<file path="src/rtl/nand_seq_pkg.sv">
package nand_seq_pkg;

  // descriptor mode encodings (bit 1 set means wait-for-ready)
  localparam logic [1:0] MODE_WRITE = 2'd0;
  localparam logic [1:0] MODE_READ  = 2'd1;

  // latch target encodings (0 and 3 both mean plain data)
  localparam logic [1:0] TGT_CMD  = 2'd1;
  localparam logic [1:0] TGT_ADDR = 2'd2;

  // busy timeout field is scaled by 2**BUSY_SCALE_SH clocks
  localparam int BUSY_SCALE_SH = 12;

  typedef enum logic [2:0] {
    ST_IDLE,
    ST_LEAD,
    ST_LOW,
    ST_HIGH,
    ST_WAIT
  } seq_state_e;

endpackage

</file>
<file path="src/rtl/nand_seq_sync.sv">
module nand_seq_sync #(
  parameter int STAGES = 2
) (
  input  logic clk,
  input  logic rst_n,
  input  logic d_async,
  output logic q_sync
);
  logic [STAGES-1:0] chain_q;

  always_ff @(posedge clk or negedge rst_n) begin
    if (!rst_n) chain_q <= '0;
    else        chain_q <= {chain_q[STAGES-2:0], d_async};
  end

  assign q_sync = chain_q[STAGES-1];
endmodule

</file>
<file path="src/rtl/nand_seq_phase_ctr.sv">
module nand_seq_phase_ctr #(
  parameter int W = 4
) (
  input  logic         clk,
  input  logic         rst_n,
  input  logic         load,
  input  logic [W-1:0] load_len,
  output logic         last
);
  logic [W-1:0] cnt_q, cnt_d;
  logic         cnt_en;

  always_comb begin
    cnt_en = load || (cnt_q != '0);
    cnt_d  = load ? (load_len - W'(1)) : (cnt_q - W'(1));
  end

  always_ff @(posedge clk or negedge rst_n) begin
    if (!rst_n)      cnt_q <= '0;
    else if (cnt_en) cnt_q <= cnt_d;
  end

  assign last = (cnt_q == '0);
endmodule

</file>
<file path="src/rtl/nand_seq_busy_tmr.sv">
module nand_seq_busy_tmr #(
  parameter int FW = 4,
  parameter int SH = 12
) (
  input  logic          clk,
  input  logic          rst_n,
  input  logic          clr,
  input  logic          en,
  input  logic [FW-1:0] field,
  output logic          expire
);
  localparam int CW = FW + SH + 1;

  logic [CW-1:0] cnt_q, cnt_inc, limit;

  assign cnt_inc = cnt_q + CW'(1);
  assign limit   = {1'b0, field, {SH{1'b0}}};
  // expires in the cycle whose count is limit-1 (or at once when limit is 0)
  assign expire  = (cnt_inc >= limit);

  always_ff @(posedge clk or negedge rst_n) begin
    if (!rst_n)   cnt_q <= '0;
    else if (clr) cnt_q <= '0;
    else if (en)  cnt_q <= cnt_inc;
  end
endmodule

</file>
<file path="src/rtl/nand_bus_seq.sv">
module nand_bus_seq
  import nand_seq_pkg::*;
#(
  parameter int NCS   = 2,
  parameter int CNT_W = 8,
  parameter int T_W   = 4,
  parameter int BT_W  = 4,
  localparam int CS_W = (NCS > 1) ? $clog2(NCS) : 1
) (
  input  logic             clk,
  input  logic             rst_n,
  input  logic [T_W-1:0]   cfg_addr_setup,
  input  logic [T_W-1:0]   cfg_data_setup,
  input  logic [T_W-1:0]   cfg_data_hold,
  input  logic [BT_W-1:0]  cfg_busy_to,
  input  logic             cmd_valid,
  output logic             cmd_ready,
  input  logic [1:0]       cmd_mode,
  input  logic [1:0]       cmd_target,
  input  logic             cmd_incr,
  input  logic [CS_W-1:0]  cmd_cs,
  input  logic             cmd_lock,
  input  logic [CNT_W-1:0] cmd_count,
  input  logic             wr_valid,
  output logic             wr_ready,
  input  logic [7:0]       wr_data,
  output logic             rd_valid,
  output logic [7:0]       rd_data,
  output logic             done,
  output logic             done_err,
  output logic             err_sticky,
  output logic [NCS-1:0]   nand_ce_n,
  output logic             nand_cle,
  output logic             nand_ale,
  output logic             nand_we_n,
  output logic             nand_re_n,
  output logic [7:0]       nand_dq_out,
  output logic             nand_dq_oe,
  input  logic [7:0]       nand_dq_in,
  input  logic             nand_rb
);

  function automatic logic [T_W-1:0] at_least_one(input logic [T_W-1:0] v);
    return (v == '0) ? T_W'(1) : v;
  endfunction

  seq_state_e       st_q, st_d;
  logic [1:0]       mode_q, tgt_q;
  logic             incr_q, lock_q, ce_on_q;
  logic [CS_W-1:0]  cs_q;
  logic [CNT_W-1:0] total_q, rem_q, rem_d;
  logic [7:0]       dq_q, rd_q;
  logic             rdv_q, done_q, derr_q, sticky_q;

  logic             accept, rb_s, ph_last, tmo;
  logic             ld, fin, fin_err, cap, wr_pop, adv_ok;
  logic             is_wr, is_rd, in_bus, first_byte;
  logic [T_W-1:0]   ld_len;

  nand_seq_sync #(.STAGES(2)) u_rb_sync (
    .clk(clk), .rst_n(rst_n), .d_async(nand_rb), .q_sync(rb_s)
  );

  nand_seq_phase_ctr #(.W(T_W)) u_phase (
    .clk(clk), .rst_n(rst_n), .load(ld), .load_len(ld_len), .last(ph_last)
  );

  nand_seq_busy_tmr #(.FW(BT_W), .SH(BUSY_SCALE_SH)) u_busy (
    .clk(clk), .rst_n(rst_n), .clr(accept), .en(st_q == ST_WAIT),
    .field(cfg_busy_to), .expire(tmo)
  );

  assign cmd_ready = (st_q == ST_IDLE);
  assign accept    = cmd_valid && cmd_ready;
  assign is_wr     = (mode_q == MODE_WRITE);
  assign is_rd     = (mode_q == MODE_READ);

  // a write byte is due at the end of lead-in or of a non-final hold
  assign wr_ready  = is_wr && ph_last &&
                     ((st_q == ST_LEAD) ||
                      ((st_q == ST_HIGH) && (rem_q != CNT_W'(1))));
  assign wr_pop    = wr_ready && wr_valid;
  assign adv_ok    = !is_wr || wr_valid;

  // next-state process
  always_comb begin
    st_d    = st_q;
    rem_d   = rem_q;
    ld      = 1'b0;
    ld_len  = T_W'(1);
    fin     = 1'b0;
    fin_err = 1'b0;
    cap     = 1'b0;
    unique case (st_q)
      ST_IDLE: begin
        if (accept) begin
          if (cmd_mode[1]) begin
            st_d = ST_WAIT;
          end else if (cmd_count == '0) begin
            fin = 1'b1;
          end else begin
            st_d   = ST_LEAD;
            ld     = 1'b1;
            ld_len = at_least_one(cfg_addr_setup);
          end
        end
      end
      ST_LEAD: begin
        if (ph_last && adv_ok) begin
          st_d   = ST_LOW;
          ld     = 1'b1;
          ld_len = at_least_one(cfg_data_setup);
        end
      end
      ST_LOW: begin
        if (ph_last) begin
          st_d   = ST_HIGH;
          ld     = 1'b1;
          ld_len = at_least_one(cfg_data_hold);
          cap    = is_rd;
        end
      end
      ST_HIGH: begin
        if (ph_last) begin
          if (rem_q == CNT_W'(1)) begin
            st_d = ST_IDLE;
            fin  = 1'b1;
          end else if (adv_ok) begin
            st_d   = ST_LOW;
            rem_d  = rem_q - CNT_W'(1);
            ld     = 1'b1;
            ld_len = at_least_one(cfg_data_setup);
          end
        end
      end
      ST_WAIT: begin
        if (rb_s) begin
          st_d = ST_IDLE;
          fin  = 1'b1;
        end else if (tmo) begin
          st_d    = ST_IDLE;
          fin     = 1'b1;
          fin_err = 1'b1;
        end
      end
      default: st_d = ST_IDLE;
    endcase
  end

  // register process
  always_ff @(posedge clk or negedge rst_n) begin
    if (!rst_n) begin
      st_q     <= ST_IDLE;
      mode_q   <= '0;
      tgt_q    <= '0;
      incr_q   <= 1'b0;
      lock_q   <= 1'b0;
      cs_q     <= '0;
      total_q  <= '0;
      rem_q    <= '0;
      ce_on_q  <= 1'b0;
      dq_q     <= '0;
      rd_q     <= '0;
      rdv_q    <= 1'b0;
      done_q   <= 1'b0;
      derr_q   <= 1'b0;
      sticky_q <= 1'b0;
    end else begin
      st_q   <= st_d;
      rdv_q  <= cap;
      done_q <= fin;
      derr_q <= fin_err;
      if (accept) begin
        mode_q  <= cmd_mode;
        tgt_q   <= cmd_target;
        incr_q  <= cmd_incr;
        lock_q  <= cmd_lock;
        cs_q    <= cmd_cs;
        total_q <= cmd_count;
        rem_q   <= cmd_count;
        ce_on_q <= fin ? cmd_lock : 1'b1;
      end else begin
        rem_q <= rem_d;
        if (fin) ce_on_q <= lock_q;
      end
      if (wr_pop)  dq_q     <= wr_data;
      if (cap)     rd_q     <= nand_dq_in;
      if (fin_err) sticky_q <= 1'b1;
    end
  end

  // pin decode
  assign in_bus     = (st_q == ST_LEAD) || (st_q == ST_LOW) || (st_q == ST_HIGH);
  assign first_byte = (rem_q == total_q);

  assign nand_cle    = in_bus && (tgt_q == TGT_CMD) && (!incr_q || first_byte);
  assign nand_ale    = in_bus && ((tgt_q == TGT_ADDR) ||
                                  ((tgt_q == TGT_CMD) && incr_q && !first_byte));
  assign nand_we_n   = !((st_q == ST_LOW) && is_wr);
  assign nand_re_n   = !((st_q == ST_LOW) && is_rd);
  assign nand_dq_oe  = is_wr && ((st_q == ST_LOW) || (st_q == ST_HIGH));
  assign nand_dq_out = dq_q;

  for (genvar gi = 0; gi < NCS; gi++) begin : g_ce
    assign nand_ce_n[gi] = !(ce_on_q && (cs_q == CS_W'(gi)));
  end

  assign rd_valid   = rdv_q;
  assign rd_data    = rd_q;
  assign done       = done_q;
  assign done_err   = derr_q;
  assign err_sticky = sticky_q;

endmodule

</file>
<file path="config.mk">
export PLATFORM = sky130hd
export DESIGN_NAME = nand_bus_seq
export DESIGN_NICKNAME = d
export VERILOG_FILES = /design/src/rtl/nand_seq_pkg.sv /design/src/rtl/nand_seq_sync.sv /design/src/rtl/nand_seq_phase_ctr.sv /design/src/rtl/nand_seq_busy_tmr.sv /design/src/rtl/nand_bus_seq.sv
export SDC_FILE = /design/constraint.sdc
export NUM_CORES = 1
export LEC_CHECK = 0
export BUFFER_PORTS_ARGS = -buffer_cell sky130_fd_sc_hd__buf_2
export CORE_UTILIZATION = 52
export CTS_CLUSTER_DIAMETER = 60
export DETAILED_ROUTE_END_ITERATION = 6
export HOLD_SLACK_MARGIN = 0.03
export PLACE_DENSITY_LB_ADDON = 0.2
export SLEW_MARGIN = 20
export SYNTH_ARGS = -nofsm -noshare
export SYNTH_HDL_FRONTEND = slang
export SYNTH_SLANG_ARGS = --single-unit
export TNS_END_PERCENT = 10
</file>
<file path="constraint.sdc">
create_clock -name clk -period 5.6 [get_ports clk]
set_input_delay 0.28 -clock clk [delete_from_list [all_inputs] [get_ports clk]]
set_output_delay 0.28 -clock clk [all_outputs]
set_load 0.01 [all_outputs]
</file>
==> impl_metrics.env <==
export IMPL_netlist_area_leader_share=0.467
export IMPL_reg2reg_to="ce_on_q"
export IMPL_clk_latency_ns=0.35
export IMPL_overflow=0
export IMPL_vias=3185
export IMPL_cp_start_kind="flop"
export IMPL_finalCritPeriodShare=0.602
export IMPL_track_usage=0.236
export IMPL_max_stage_delay_ns=0.47
export IMPL_root_buffer="clkbuf_8"
export IMPL_rsz0062_at_grt="false"
export IMPL_status="completed"
export IMPL_cts_max_level=3
export IMPL_crit_top_cell="nor3_1"
export IMPL_power_mw=2.01
export IMPL_syn_to_final_growth_pct=18.2
export IMPL_finalHoldViolCount=0
export IMPL_maxCapViolCount=0
export IMPL_die_area_um2=7550
export IMPL_syn_area_per_cell_um2=9.23
export IMPL_diodes=0
export IMPL_critPathSlowestCell="dfrtp_1"
export IMPL_initial_core_util=0.546
export IMPL_fin_area_um2=4430
export IMPL_cp_arrival_ns=3.59
export IMPL_synth_warnings=0
export IMPL_clk_pin_slew_ns=0.09
export IMPL_core_area_um2=6870
export IMPL_clockBufferDepth=2
export IMPL_crit_fanout=9
export IMPL_ys_top_cells_by_count="nand2_1 (100), dfrtp_1 (70), o21ai_0 (28), nor2_1 (19)"
export IMPL_io_pins=81
export IMPL_routedWlPerCell_um=14.0
export IMPL_p_leak_nw=2.10
export IMPL_max_freq_mhz=297
export IMPL_power_density_nw_per_um2=454
export IMPL_finalCriticalPeriod_ns=3.37
export IMPL_setup_worst_path_class="reg2reg"
export IMPL_place_hpwl_um=5990
export IMPL_synth_largest_area_cell="dfrtp_1"
export IMPL_cts_tree="done"
export IMPL_cp_cell_sequence="nand4_2 > nor3_1 > and2_1 > nand3_1 > xnor2_1 > ha_1 > nand2_1 > nor3_1 > o21ai_0 > a2111oi_2 > o41ai_2 > a211o_1 > o311a_1"
export IMPL_synth_area_leaders="dfrtp_1 (47%), nand2_1 (10%), o21ai_0 (3.7%)"
export IMPL_cts_hold_buf=1
export IMPL_ys_types=62
export IMPL_rr_worst_depth=13
export IMPL_syn_inst=406
export IMPL_yosysSeqAreaShare=0.467
export IMPL_min_path_type="in2async"
export IMPL_r2r_start="u_busy.cnt_q[3]"
export IMPL_die_w_um=86.9
export IMPL_fin_tns_setup_ns=0
export IMPL_worst_slew_pin_slew_ns=0.869
export IMPL_skew_ns=0.0153
export IMPL_end_kind="flop"
export IMPL_synth_edf_count=0
export IMPL_grt_max_degree=71
export IMPL_cts_buffers=9
export IMPL_setup_violations=0
export IMPL_ir_drop_mv=0.258
export IMPL_drive_above_1_share=0.255
export IMPL_cts_resized=0
export IMPL_drt_pass1_iter_count=4
export IMPL_final_max_slew_viol_count=0
export IMPL_grt_antenna_before_repair=0
export IMPL_drc_errors=0
export IMPL_drtIter0Drc=176
export IMPL_syn_cell_area_um2=3750
export IMPL_synth_seq_cells=70
export IMPL_dpl_cell_area_um2=4220
export IMPL_vias_per_cell=5.44
export IMPL_grt_pass1_wl_um=13900
export IMPL_port_buffers=80
export IMPL_ys_async_sr_fraction=1.00
export IMPL_synth_flop_cell="dfrtp_1"
export IMPL_synthMostInstantiatedCell="nand2_1"
export IMPL_reg2reg_slack_ns=2.23
export IMPL_grt_pass1_vias=3022
export IMPL_rows=30
export IMPL_syn_num_nets=466
export IMPL_critPathRequiredTime_ns=5.82
export IMPL_ant_nets=0
export IMPL_cts_sinks=70
export IMPL_die_y_um=86.9
export IMPL_gp_congestion=0.839
export IMPL_drt_total_wl_um=8230
export IMPL_layout_nets=545
export IMPL_relSlewSlack=0.421
export IMPL_cts_setup_buffers=0
## critical path, delay by kind of cell, from the launching register on
| kind | cells | cell delay [ns] |
|---|---|---|
| AOI/OAI and AO/OA | 5 | 1.06 |
| xor gates and xnor gates | 1 | 0.16 |
| adders and majority gates | 1 | 0.27 |
| DFF | 1 | 0.47 |
| and+or+nand+nor | 6 | 1.31 |
## worst max path at each step
stage | depth (start not counted) | start | end | slack [ns]
2_1_floorplan | 14 | u_busy.cnt_q[3] | ce_on_q | 2.60
3_3_place_gp | 13 | u_busy.cnt_q[3] | ce_on_q | 2.35
3_5_place_dp | 13 | u_busy.cnt_q[3] | ce_on_q | 2.25
4_1_cts | 13 | u_busy.cnt_q[3] | ce_on_q | 2.23
5_1_grt | 14 | u_busy.cnt_q[0] | ce_on_q | 1.88
6_report | 13 | u_busy.cnt_q[3] | ce_on_q | 2.23
## state kept, by name (all words and copies together) (netlist names), 2 cells and up
register           flops
rd_data                8
mode_q                 2
rem_q                  8
u_busy.cnt_q          17
st_q                   3
total_q                8
u_rb_sync.chain_q      2
nand_dq_out            8
tgt_q                  2
u_phase.cnt_q          4
## power breakdown
part / switching (mW) / total (mW) / internal [mW]
clock: 0.195 / 0.403 / 0.209
sequential: 0.176 / 0.852 / 0.676
combinational: 0.432 / 0.755 / 0.323
total: 0.803 / 2.01 / 1.21
## cell families after synthesis
kind of cell / synth area share
multiplexers: 0.0354
buffers and inverters: 0.0277
AO/OA/AOI/OAI: 0.145
flip-flops: 0.467
adder cells (fa/ha/maj): 0.0267
AND/OR/NAND/NOR: 0.260
XOR/XNOR: 0.0374
## placed cells by master, fill, tap and decap left out, types with 3 or more instances in the layout
master,count
or3_1,4
ha_1,8
nor4_1,9
a2111oi_2,3
nand2b_1,5
clkbuf_8,9
o21ai_0,28
nor2_1,19
and2_1,4
dfrtp_1,70
inv_1,12
o31ai_1,4
xnor2_1,5
nand2_1,100
nand3_1,12
a21oi_1,15
nor3_1,15
or2_2,3
and3_1,4
mux2_2,10
buf_2,80
xor2_1,11
## metal layers
metal	vias up	global-route usage	wire length, um
li1	1605	-	-
met1	1495	0.322	3840
met2	76	0.383	3990
met3	9	0.0483	329
met4	0	0.0636	81
met5	-	0	0
## final cells by class
type	instances	area, um2
fillers	575	2440
multi-input cells	309	1890
flip-flops and latches	70	1750
repair buffers	82	418
clock buffers	10	128
well taps	96	120
clock inverters	6	71.3
inverters	13	48.8
## per-stage QoR
step / utilization / std cells / setup slack, ns / hold WS [ns]
after floorplan: - / 406 / 2.60 / -0.0156
after global placement: 0.614 / 569 / 2.35 / 0.340
after detailed placement: 0.614 / 569 / 2.25 / 0.350
after CTS: 0.645 / 586 / 2.23 / 0.107
after global routing: 0.645 / 586 / 1.88 / 0.119
final: 0.645 / 586 / 2.23 / 0.112
Power figures use the tool's default switching activity.
